===== src/rtl/wbuf_pkg.sv =====
package wbuf_pkg;
   function automatic bit is_pow2(input int v);
      return (v >= 2) && ((v & (v - 1)) == 0);
   endfunction
endpackage


===== src/rtl/wbuf_store.sv =====
module wbuf_store
   import wbuf_pkg::*;
#(
   parameter int AW    = 8,
   parameter int DW    = 16,
   parameter int DEPTH = 4,
   localparam int PW   = $clog2(DEPTH),
   localparam int CW   = $clog2(DEPTH + 1)
) (
   input  logic                       clk,
   input  logic                       rst_n,
   input  logic                       push,
   input  logic [AW-1:0]              push_addr,
   input  logic [DW-1:0]              push_data,
   input  logic                       upd,
   input  logic [PW-1:0]              upd_idx,
   input  logic [DW-1:0]              upd_data,
   input  logic                       pop,
   output logic [DEPTH-1:0]           vld,
   output logic [DEPTH-1:0][AW-1:0]   addrs,
   output logic [DEPTH-1:0][DW-1:0]   datas,
   output logic [PW-1:0]              head,
   output logic [CW-1:0]              count
);
   logic [PW-1:0] tail;

   initial begin
      assert (is_pow2(DEPTH)) else $error("DEPTH must be a power of two, at least 2");
   end

   always_ff @(posedge clk) begin
      if (!rst_n) begin
         vld   <= '0;
         addrs <= '0;
         datas <= '0;
         head  <= '0;
         tail  <= '0;
         count <= '0;
      end else begin
         if (upd)
            datas[upd_idx] <= upd_data;
         if (pop) begin
            vld[head] <= 1'b0;
            head      <= head + PW'(1);
         end
         if (push) begin
            vld[tail]   <= 1'b1;
            addrs[tail] <= push_addr;
            datas[tail] <= push_data;
            tail        <= tail + PW'(1);
         end
         case ({push, pop})
            2'b10:   count <= count + CW'(1);
            2'b01:   count <= count - CW'(1);
            default: count <= count;
         endcase
      end
   end

   assert_no_overflow_R3: assert property (@(posedge clk) disable iff (!rst_n)
      !(push && !pop && count == CW'(DEPTH)));
   assert_no_underflow_R2: assert property (@(posedge clk) disable iff (!rst_n)
      !(pop && count == '0));
   assert_flags_match_count_R3: assert property (@(posedge clk) disable iff (!rst_n)
      $countones(vld) == int'(count));
endmodule


===== src/rtl/wbuf_match.sv =====
module wbuf_match #(
   parameter int AW    = 8,
   parameter int DEPTH = 4,
   localparam int PW   = $clog2(DEPTH)
) (
   input  logic [AW-1:0]             key,
   input  logic [DEPTH-1:0]          mask,
   input  logic [DEPTH-1:0][AW-1:0]  addrs,
   input  logic [PW-1:0]             oldest,
   output logic                      any,
   output logic [PW-1:0]             sel
);
   logic [DEPTH-1:0] hit;
   logic [PW-1:0]    idx;

   for (genvar g = 0; g < DEPTH; g++) begin : g_cmp
      assign hit[g] = mask[g] && (addrs[g] == key);
   end

   // walk from oldest to youngest so the last match found is the newest
   always_comb begin
      sel = '0;
      idx = '0;
      for (int k = 0; k < DEPTH; k++) begin
         idx = oldest + PW'(k);
         if (hit[idx])
            sel = idx;
      end
   end

   assign any = |hit;
endmodule


===== src/rtl/wbuf_fwd.sv =====
module wbuf_fwd #(
   parameter int AW       = 8,
   parameter int DW       = 16,
   parameter int DEPTH    = 4,
   parameter bit FWD_MODE = 1'b1,
   parameter bit MERGE_EN = 1'b1
) (
   input  logic          clk,
   input  logic          rst_n,
   input  logic          wr_valid,
   output logic          wr_ready,
   input  logic [AW-1:0] wr_addr,
   input  logic [DW-1:0] wr_data,
   input  logic          rd_req,
   input  logic [AW-1:0] rd_addr,
   output logic          rd_hit,
   output logic [DW-1:0] rd_data,
   output logic          rd_stall,
   output logic          mem_valid,
   input  logic          mem_ready,
   output logic [AW-1:0] mem_addr,
   output logic [DW-1:0] mem_data
);
   localparam int PW = $clog2(DEPTH);
   localparam int CW = $clog2(DEPTH + 1);

   logic [DEPTH-1:0]          vld;
   logic [DEPTH-1:0][AW-1:0]  addrs;
   logic [DEPTH-1:0][DW-1:0]  datas;
   logic [PW-1:0]             head;
   logic [CW-1:0]             count;
   logic                      push, pop, merge_hit, can_merge, full;
   logic [DEPTH-1:0]          head_oh, merge_mask;
   logic                      w_any, r_any;
   logic [PW-1:0]             w_sel, r_sel;

   initial begin
      assert (AW > 0 && DW > 0) else $error("AW and DW must be positive");
   end

   assign head_oh    = DEPTH'(1) << head;
   assign merge_mask = vld & ~head_oh;   // head may be on the bus: never edit it
   assign full       = (count == CW'(DEPTH));
   assign mem_valid  = (count != '0);
   assign mem_addr   = addrs[head];
   assign mem_data   = datas[head];
   assign pop        = mem_valid && mem_ready;

   wbuf_match #(.AW(AW), .DEPTH(DEPTH)) u_wr_match (
      .key(wr_addr), .mask(merge_mask), .addrs(addrs), .oldest(head),
      .any(w_any), .sel(w_sel));

   if (MERGE_EN) begin : g_merge
      assign can_merge = w_any;
   end else begin : g_nomerge
      assign can_merge = 1'b0;
   end

   assign wr_ready  = can_merge || !full;
   assign merge_hit = wr_valid && can_merge;
   assign push      = wr_valid && wr_ready && !can_merge;

   wbuf_store #(.AW(AW), .DW(DW), .DEPTH(DEPTH)) u_store (
      .clk(clk), .rst_n(rst_n),
      .push(push), .push_addr(wr_addr), .push_data(wr_data),
      .upd(merge_hit), .upd_idx(w_sel), .upd_data(wr_data),
      .pop(pop), .vld(vld), .addrs(addrs), .datas(datas),
      .head(head), .count(count));

   wbuf_match #(.AW(AW), .DEPTH(DEPTH)) u_rd_match (
      .key(rd_addr), .mask(vld), .addrs(addrs), .oldest(head),
      .any(r_any), .sel(r_sel));

   if (FWD_MODE) begin : g_fwd
      assign rd_hit   = rd_req && r_any;
      assign rd_data  = r_any ? datas[r_sel] : '0;
      assign rd_stall = 1'b0;
   end else begin : g_stall
      assign rd_hit   = 1'b0;
      assign rd_data  = '0;
      assign rd_stall = rd_req && mem_valid;
      assert_stall_while_busy_R9: assert property (@(posedge clk) disable iff (!rst_n)
         (rd_req && count != '0) |-> rd_stall);
   end

   assert_mem_stable_R2: assert property (@(posedge clk) disable iff (!rst_n)
      (mem_valid && !mem_ready) |=> (mem_valid && $stable(mem_addr) && $stable(mem_data)));
   assert_merge_keeps_count_R7: assert property (@(posedge clk) disable iff (!rst_n)
      (merge_hit && !pop) |=> (count == $past(count)));
   assert_hit_needs_entry_R5: assert property (@(posedge clk) disable iff (!rst_n)
      rd_hit |-> (count != '0));
endmodule


===== config.mk =====
export PLATFORM = sky130hd
export DESIGN_NAME = wbuf_fwd
export DESIGN_NICKNAME = d
export VERILOG_FILES = /design/src/rtl/wbuf_pkg.sv /design/src/rtl/wbuf_store.sv /design/src/rtl/wbuf_match.sv /design/src/rtl/wbuf_fwd.sv
export SDC_FILE = /design/constraint.sdc
export NUM_CORES = 1
export LEC_CHECK = 0
export ABC_AREA = 1
export BUFFER_PORTS_ARGS = -buffer_cell sky130_fd_sc_hd__clkbuf_2
export CORE_MARGIN = 4
export CORE_UTILIZATION = 55
export CTS_BUF_LIST = sky130_fd_sc_hd__clkbuf_2
export CTS_CLUSTER_DIAMETER = 100
export DETAILED_ROUTE_END_ITERATION = 7
export GPL_ROUTABILITY_DRIVEN = 0
export PLACE_DENSITY = 0.82
export SLEW_MARGIN = 20
export SYNTH_ARGS = -nofsm -noshare
export SYNTH_HDL_FRONTEND = slang
export SYNTH_SLANG_ARGS = --single-unit

===== constraint.sdc =====
create_clock -name clk -period 3.4 [get_ports clk]
set_clock_uncertainty 0.1 [all_clocks]
set_input_delay 0.34 -clock clk [delete_from_list [all_inputs] [get_ports clk]]
set_output_delay 0.34 -clock clk [all_outputs]
set_load 0.01 [all_outputs]

==> After elaboration in Yosys (flattened, before gate mapping) <==
Cells that the tools add are included.
{ "op_classes": {"addsub": 6, "magnitude_cmp": 10, "n_eq_ne": 11, "n_shift": 1, "n_mux": 51, "bitwise": 5, "reduce_logical": 23} }
{ "op_table": {"columns": ["op", "count"], "rows": [
  ["two-way mux 64 bit", 3],
  ["bitwise mux 64 bit", 2],
  ["two-way mux 16 bit", 5],
  ["binary-select mux 16 bit (select 2 bit)", 2],
  ["demux 16 bit (select 2 bit)", 2],
  ["equality test 8 bit", 8],
  ["bitwise mux 32 bit", 1],
  ["< comparator 2 x 3 -> 1 bit (second input constant)", 7],
  ["binary-select mux 1 bit (select 2 bit)", 8],
  ["binary-select mux 8 bit (select 2 bit)", 1],
  ["demux 8 bit (select 2 bit)", 1],
  ["logical AND 1 bit", 16],
  ["two-way mux 2 bit", 8],
  ["two-way mux 8 bit", 2],
  ["two-way mux 4 bit", 3],
  ["two-way mux 1 bit", 10],
  ["AND 4 bit", 2],
  ["NOT 4 bit", 2],
  ["OR reduction 4 bit", 2],
  ["greater-or-equal comparator 2 x 1 -> 1 bit (second input constant)", 3],
  ["case mux 3 bit (2 select lines)", 1],
  ["adder 2 x 1 -> 2 bit (second input constant)", 2],
  ["adder 2 bit (second input constant)", 2],
  ["demux 1 bit (select 2 bit)", 2],
  ["other kinds (11)", 12]
]} }
{ "totals": {"ff_bits": 107, "in_bits": 37, "out_inout_bits": 44, "word_cells": 119} }

==> Logic depth before layout (Yosys ltp) <==
{ "logic_depth": {"ltp_word": 19, "depth_mapped": 27, "mapped_depth_nobuf": 21} }

==> Hierarchy <==
From an unflattened synthesis, not the netlist that was laid out.
{ "hier_totals": {"hier_cells": 1560, "hier_area_um2": 8498.2} }
{ "modules_own_cells": {"columns": ["module", "instances", "cells_per_inst", "area_each_um2", "seq_area_each_um2"], "rows": [
  ["wbuf_store", 1, 720, 4966.0, 2142.1],
  ["wbuf_match", 2, 246, 1033.5, 0.0],
  ["wbuf_fwd", 1, 348, 1465.2, 0.0]
]} }

==> Least setup slack after synthesis <==
Ideal clock, no wire load.
{ "synth_path": {"path_type": "reg2out", "from": "reg u_store.head[0]", "to": "out rd_data[10]", "arrival_ns": 3.029, "t_required_ns": 2.960, "slack_ns": -0.069, "path_stages_with_launch": 17, "path_buffers": 7, "path_cell_list": "dfxtp_1 > buf_2 > inv_1 > buf_4 > buf_2 > clkbuf_1 > clkbuf_1 > ha_1 > clkbuf_1 > inv_1 > nand3_1 > nand3_1 > nand3_1 > nand2_1 > clkbuf_1 > nand3_1 > a21oi_1"} }
{ "synth_between": {"elab_cells_between_ends": 18, "classes_between": "add/sub (3); mux (15)"} }
{ "synth_rtl": {"columns": ["item", "line", "rtl"], "rows": [
  ["start, declared", "wbuf_store.sv:22", "output logic [PW-1:0] head,"],
  ["start signal, assigned", "wbuf_store.sv:44", "head <= head + PW'(1);"],
  ["adder 2 bit (*)", "wbuf_match.sv:25", "idx = oldest + PW'(k);"],
  ["via u_rd_match.idx[0]", "wbuf_match.sv:14", "logic [PW-1:0] idx;"],
  ["binary-select mux 1 bit (select 2 bit)", "wbuf_match.sv:26", "if (hit[idx])"],
  ["two-way mux 1 bit (implied by the code)", "wbuf_match.sv:26", null],
  ["two-way mux 2 bit (*)", "wbuf_match.sv:26", null],
  ["binary-select mux 16 bit (select 2 bit) (*)", "wbuf_fwd.sv:76", "assign rd_data = r_any ? datas[r_sel] : '0;"],
  ["two-way mux 16 bit (implied by the code) (*)", "wbuf_fwd.sv:76", null],
  ["two-way mux 16 bit (*)", "wbuf_fwd.sv:76", null],
  ["end, declared", "wbuf_fwd.sv:17", "output logic [DW-1:0] rd_data,"]
]} }
The timed path passes the listed nets; every way through them passes the cells marked *. The select of a mux whose other input is x is not followed.

==> Worst setup path after layout <==
{ "layout_path": {"from": "reg u_store.addrs[11] (netlist bit)", "to": "out rd_data[2]"} }
{ "layout_between": {"elab_chain_len": 11, "elab_cells_between_ends": 18, "classes_between": "eq/ne (1); mux (15); reduce/logical (2)"} }
{ "layout_lines": {"columns": ["item", "line", "rtl"], "rows": [
  ["start, declared", "wbuf_store.sv:20", "output logic [DEPTH-1:0][AW-1:0] addrs,"],
  ["start signal, assigned by index", "wbuf_store.sv:48", "addrs[tail] <= push_addr;"],
  ["equality test 8 bit (*)", "wbuf_match.sv:17", "assign hit[g] = mask[g] && (addrs[g] == key);"],
  ["logical AND 1 bit (*)", "wbuf_match.sv:17", null],
  ["binary-select mux 1 bit (select 2 bit)", "wbuf_match.sv:26", null],
  ["two-way mux 1 bit (implied by the code)", "wbuf_match.sv:26", null],
  ["two-way mux 2 bit (4 in a row)", "wbuf_match.sv:26", null],
  ["binary-select mux 16 bit (select 2 bit)", "wbuf_fwd.sv:76", null],
  ["two-way mux 16 bit (implied by the code)", "wbuf_fwd.sv:76", null],
  ["two-way mux 16 bit (*)", "wbuf_fwd.sv:76", null]
]} }
Mark *: on every way between the ends. The rest lies on a longest branch, timed or not. The select of a mux whose other input is x is not followed.

==> flow_metrics.py <==
metrics = {
    "run_status": {
        "status": "finished with violations",
        "failed_checks": "setup timing",
    },
    "synth": {
        "synthesis.area_um2": 7520,
        "synthMuxAreaShare": 0,
        "synth.distinct_cells": 39,
        "synth_top_area_frac": 0.285,
        "yosys_warnings": 0,
        "synth_top_family_by_area": "simple AND/OR/NAND/NOR gates",
        "synth-seq-cells": 107,
        "synth_async_sr_flop_share": 0,
        "synth_top_area_cell": "dfxtp_1",
        "synth_fa_ha_area_frac": 0.0176,
        "synth_ff_type": "dfxtp_1",
        "synth_edf_count": 0,
        "yosys.area_share.simple": 0.413,
        "syn_avg_cell_area_um2": 5.90,
        "synth.area.top_cells": "dfxtp_1 (28%), nand2_1 (20%), a21oi_1 (9.0%)",
        "synth-compound-area-share": 0.154,
        "synth_seq_area_share": 0.285,
        "synth_cells": 1276,
        "synth_xor_area_frac": 0.0151,
        "synthesis.nets": 1323,
    },
    "worst_setup_path": {
        "crit_slowest_cell": "dfxtp_2",
        "cp.required_ns": 2.96,
        "crit_top_cell": "nand2_1",
        "cp_max_fo": 8,
        "critPathCaptureType": "output port",
        "crit_type": "flip-flop to output port",
        "worstPathArrival_ns": 3.07,
        "slowest_delay_ns": 0.43,
        "cp-start-kind": "flip-flop",
        "path_cells": "o21ai_1 -> nor2_1 -> nor3b_2 -> nand3_1 -> nand2_1 -> nand2_1 -> nand2_2 -> inv_2 -> nand2_4 -> nand2_8 -> buf_12 -> nand2_8 -> nand2_1 -> nand3_2 -> a21oi_2 -> buf_2",
    },
    "timing": {
        "setup_viol_count_final": 16,
        "hold_ws_ns": 0.0481,
        "finalHoldViolCount": 0,
        "rsz0062_at_grt": "true",
        "worst_pin_slew_ns": 0.650,
        "period_share": 1.03,
        "final.setup.tns_ns": -1.05,
        "fin_ws_ns": -0.109,
        "max_freq_ghz": 0.285,
        "slew_violations": 0,
        "fin_crit_ns": 3.51,
        "max-slew-margin-rel": 0.567,
    },
    "final_layout": {
        "nNetsFinal": 1423,
        "area_growth_pct": 21.4,
        "antennaDiodeCount": 0,
        "drive_gt1_frac": 0.222,
        "instances_no_fill": 1557,
    },
    "route": {
        "drt_iter0_drc": 1463,
        "drc_errors": 0,
        "route.vias.total": 9145,
        "drtAntennaViolNets": 0,
        "drt-vias-per-instance": 5.87,
        "wire_per_inst_um": 16.3,
        "routed_wl_um": 25400,
        "dr.pass1.iters": 7,
    },
    "placed_design": {
        "io_buffers": 79,
        "hpwl_um": 16400,
        "dp.cells": 1487,
    },
    "clock_tree": {
        "clk_pin_slew_ns": 0.36,
        "clockBufferDepth": 2,
        "cts_tree": "yes",
        "cts_root_buf": "clkbuf_2",
        "clock_latency_ns": 0.68,
        "h-tree-depth": 3,
        "numCtsBuffers": 9,
        "clkSinkCount": 107,
    },
    "grt": {
        "grtUsageTotal": 0.308,
        "grt_pass1_vias": 8110,
        "overflow": 0,
        "antenna_found_initial": 0,
        "grt_max_degree": 58,
        "grt_first_pass_wirelength_um": 40100,
    },
    "pwr": {
        "clock_power_share": 0.133,
        "power_density_nw_per_um2": 491,
        "combPwrFrac": 0.510,
        "switching_power_uw": 2160,
        "ir_drop_mv": 0.314,
        "seq_power_share": 0.357,
        "intPower_uw": 2330,
        "leakage_uw": 0.00413,
        "p_total_uw": 4490,
        "p_sw_frac": 0.480,
    },
    "worst_hold_path": {
        "hold_path_class": "input port to flip-flop",
    },
    "floorplanning": {
        "fp.dieH_um": 125,
        "die_w_um": 125,
        "rows": 42,
        "core_um2": 13300,
        "fp.dieArea_um2": 15600,
        "io_pins": 81,
        "start_util": 0.566,
    },
    "flow_run": {
        "drv_cap": 0,
    },
}
## synthesized netlist by cell type (9+ instances only)
cell type / instances
buf_2: 17
a21oi_1: 135
clkbuf_1: 25
nand4_1: 12
nor2_1: 175
ha_1: 9
nand3b_1: 36
nand2_1: 395
inv_1: 115
dfxtp_1: 107
o21ai_0: 75
buf_6: 12
inv_2: 16
nand3_1: 79
## sequential cells by signal (all words and copies together) (netlist names)
name	flops
u_store.datas	64
u_store.tail	2
u_store.addrs	32
u_store.head	2
u_store.count	3
u_store.vld	4
## what timing repair did
action | in CTS | in global routing
pin swaps | 29 | 40
setup buffers | 13 | 12
gates resized for setup | 94 | 96
endpoints found under the setup margin | 16 | 16
hold endpoints to repair | 96 | 0
hold buffers | 25 | 0
gates cloned | 4 | 0
## power by group through the flow
stage                     sequential (uW)  combinational, uW  clock [uW]
after floorplan                      1550               1460           0
after global placement               1600               2000           0
after detailed placement             1600               2030           0
after CTS                            1580               2120         600
after global routing                 1620               2520         648
final                                1600               2290         595
## critical path: cells and delay by family (launching register included)
kind	cells	cell delay [ns]
DFF	1	0.43
and+or+nand+nor	11	1.15
buffers and inverters	3	0.40
AOI/OAI and AO/OA	2	0.41
## final timing paths
kind / start / endpoint / slack, ns / cells past startpoint
min: rst_n / u_store.datas[52]$_SDFF_PN0_ / 0.05 / 3
max: u_store.addrs[11]$_SDFFE_PN0P_ / rd_data[2] / -0.11 / 16
max reg2reg: u_store.head[0]$_SDFFE_PN0P_ / u_store.datas[45]$_SDFF_PN0_ / 0.43 / 21
min reg2reg: u_store.count[0]$_SDFFE_PN0P_ / u_store.count[0]$_SDFFE_PN0P_ / 0.40 / 1
## layer usage
| metal | share of wire | global-route usage | up-vias |
|---|---|---|---|
| li1 | - | - | 4248 |
| met1 | 0.40 | 0.423 | 4094 |
| met2 | 0.42 | 0.467 | 659 |
| met3 | 0.13 | 0.0674 | 144 |
| met4 | 0.050 | 0.137 | 0 |
| met5 | 0 | 0 | - |
## area by class of cell
class                      count  area [um2]
clock inverter                 6        55.1
timing repair buffer         153        1150
inverter                     132         505
fill                        1120        4160
multi-input combinational    973        4930
sequential                   107        2220
tap                          176         220
clock buffer                  10        50.0
## cell families (layout without fill, tap and decap cells)
group                      count (synthesis)  after routing
xor gates and xnor gates                  13             13
AOI/OAI and AO/OA                        221            221
buffers and inverters                    197            301
DFF                                      107            107
and+or+nand+nor                          727            728
other                                      1              1
adders and majority gates                 10             10
## stage by stage
stage / setup slack (ns) / util / cell area, um2
finish: -0.109 / 0.687 / 9140
global route: -0.296 / 0.687 / 9140
CTS: -0.00133 / 0.659 / 8760
detailed placement: 0.404 / 0.597 / 7940
global placement: 0.458 / 0.597 / 7940
floorplan: 0.0245 / - / 7530
## cells in the final DEF, fill, tap and decap left out, types with 17 or more instances in the layout
cell,count
nand3b_1,36
dfxtp_2,18
nand3_2,21
inv_1,108
buf_2,17
a21oi_1,121
clkbuf_2,72
inv_2,19
o21ai_0,73
nand3_1,60
buf_4,35
dlygate4sd3_1,25
dfxtp_1,74
nand2_2,34
nand2_1,362
nor2_1,170
Power figures use the tool's default switching activity.
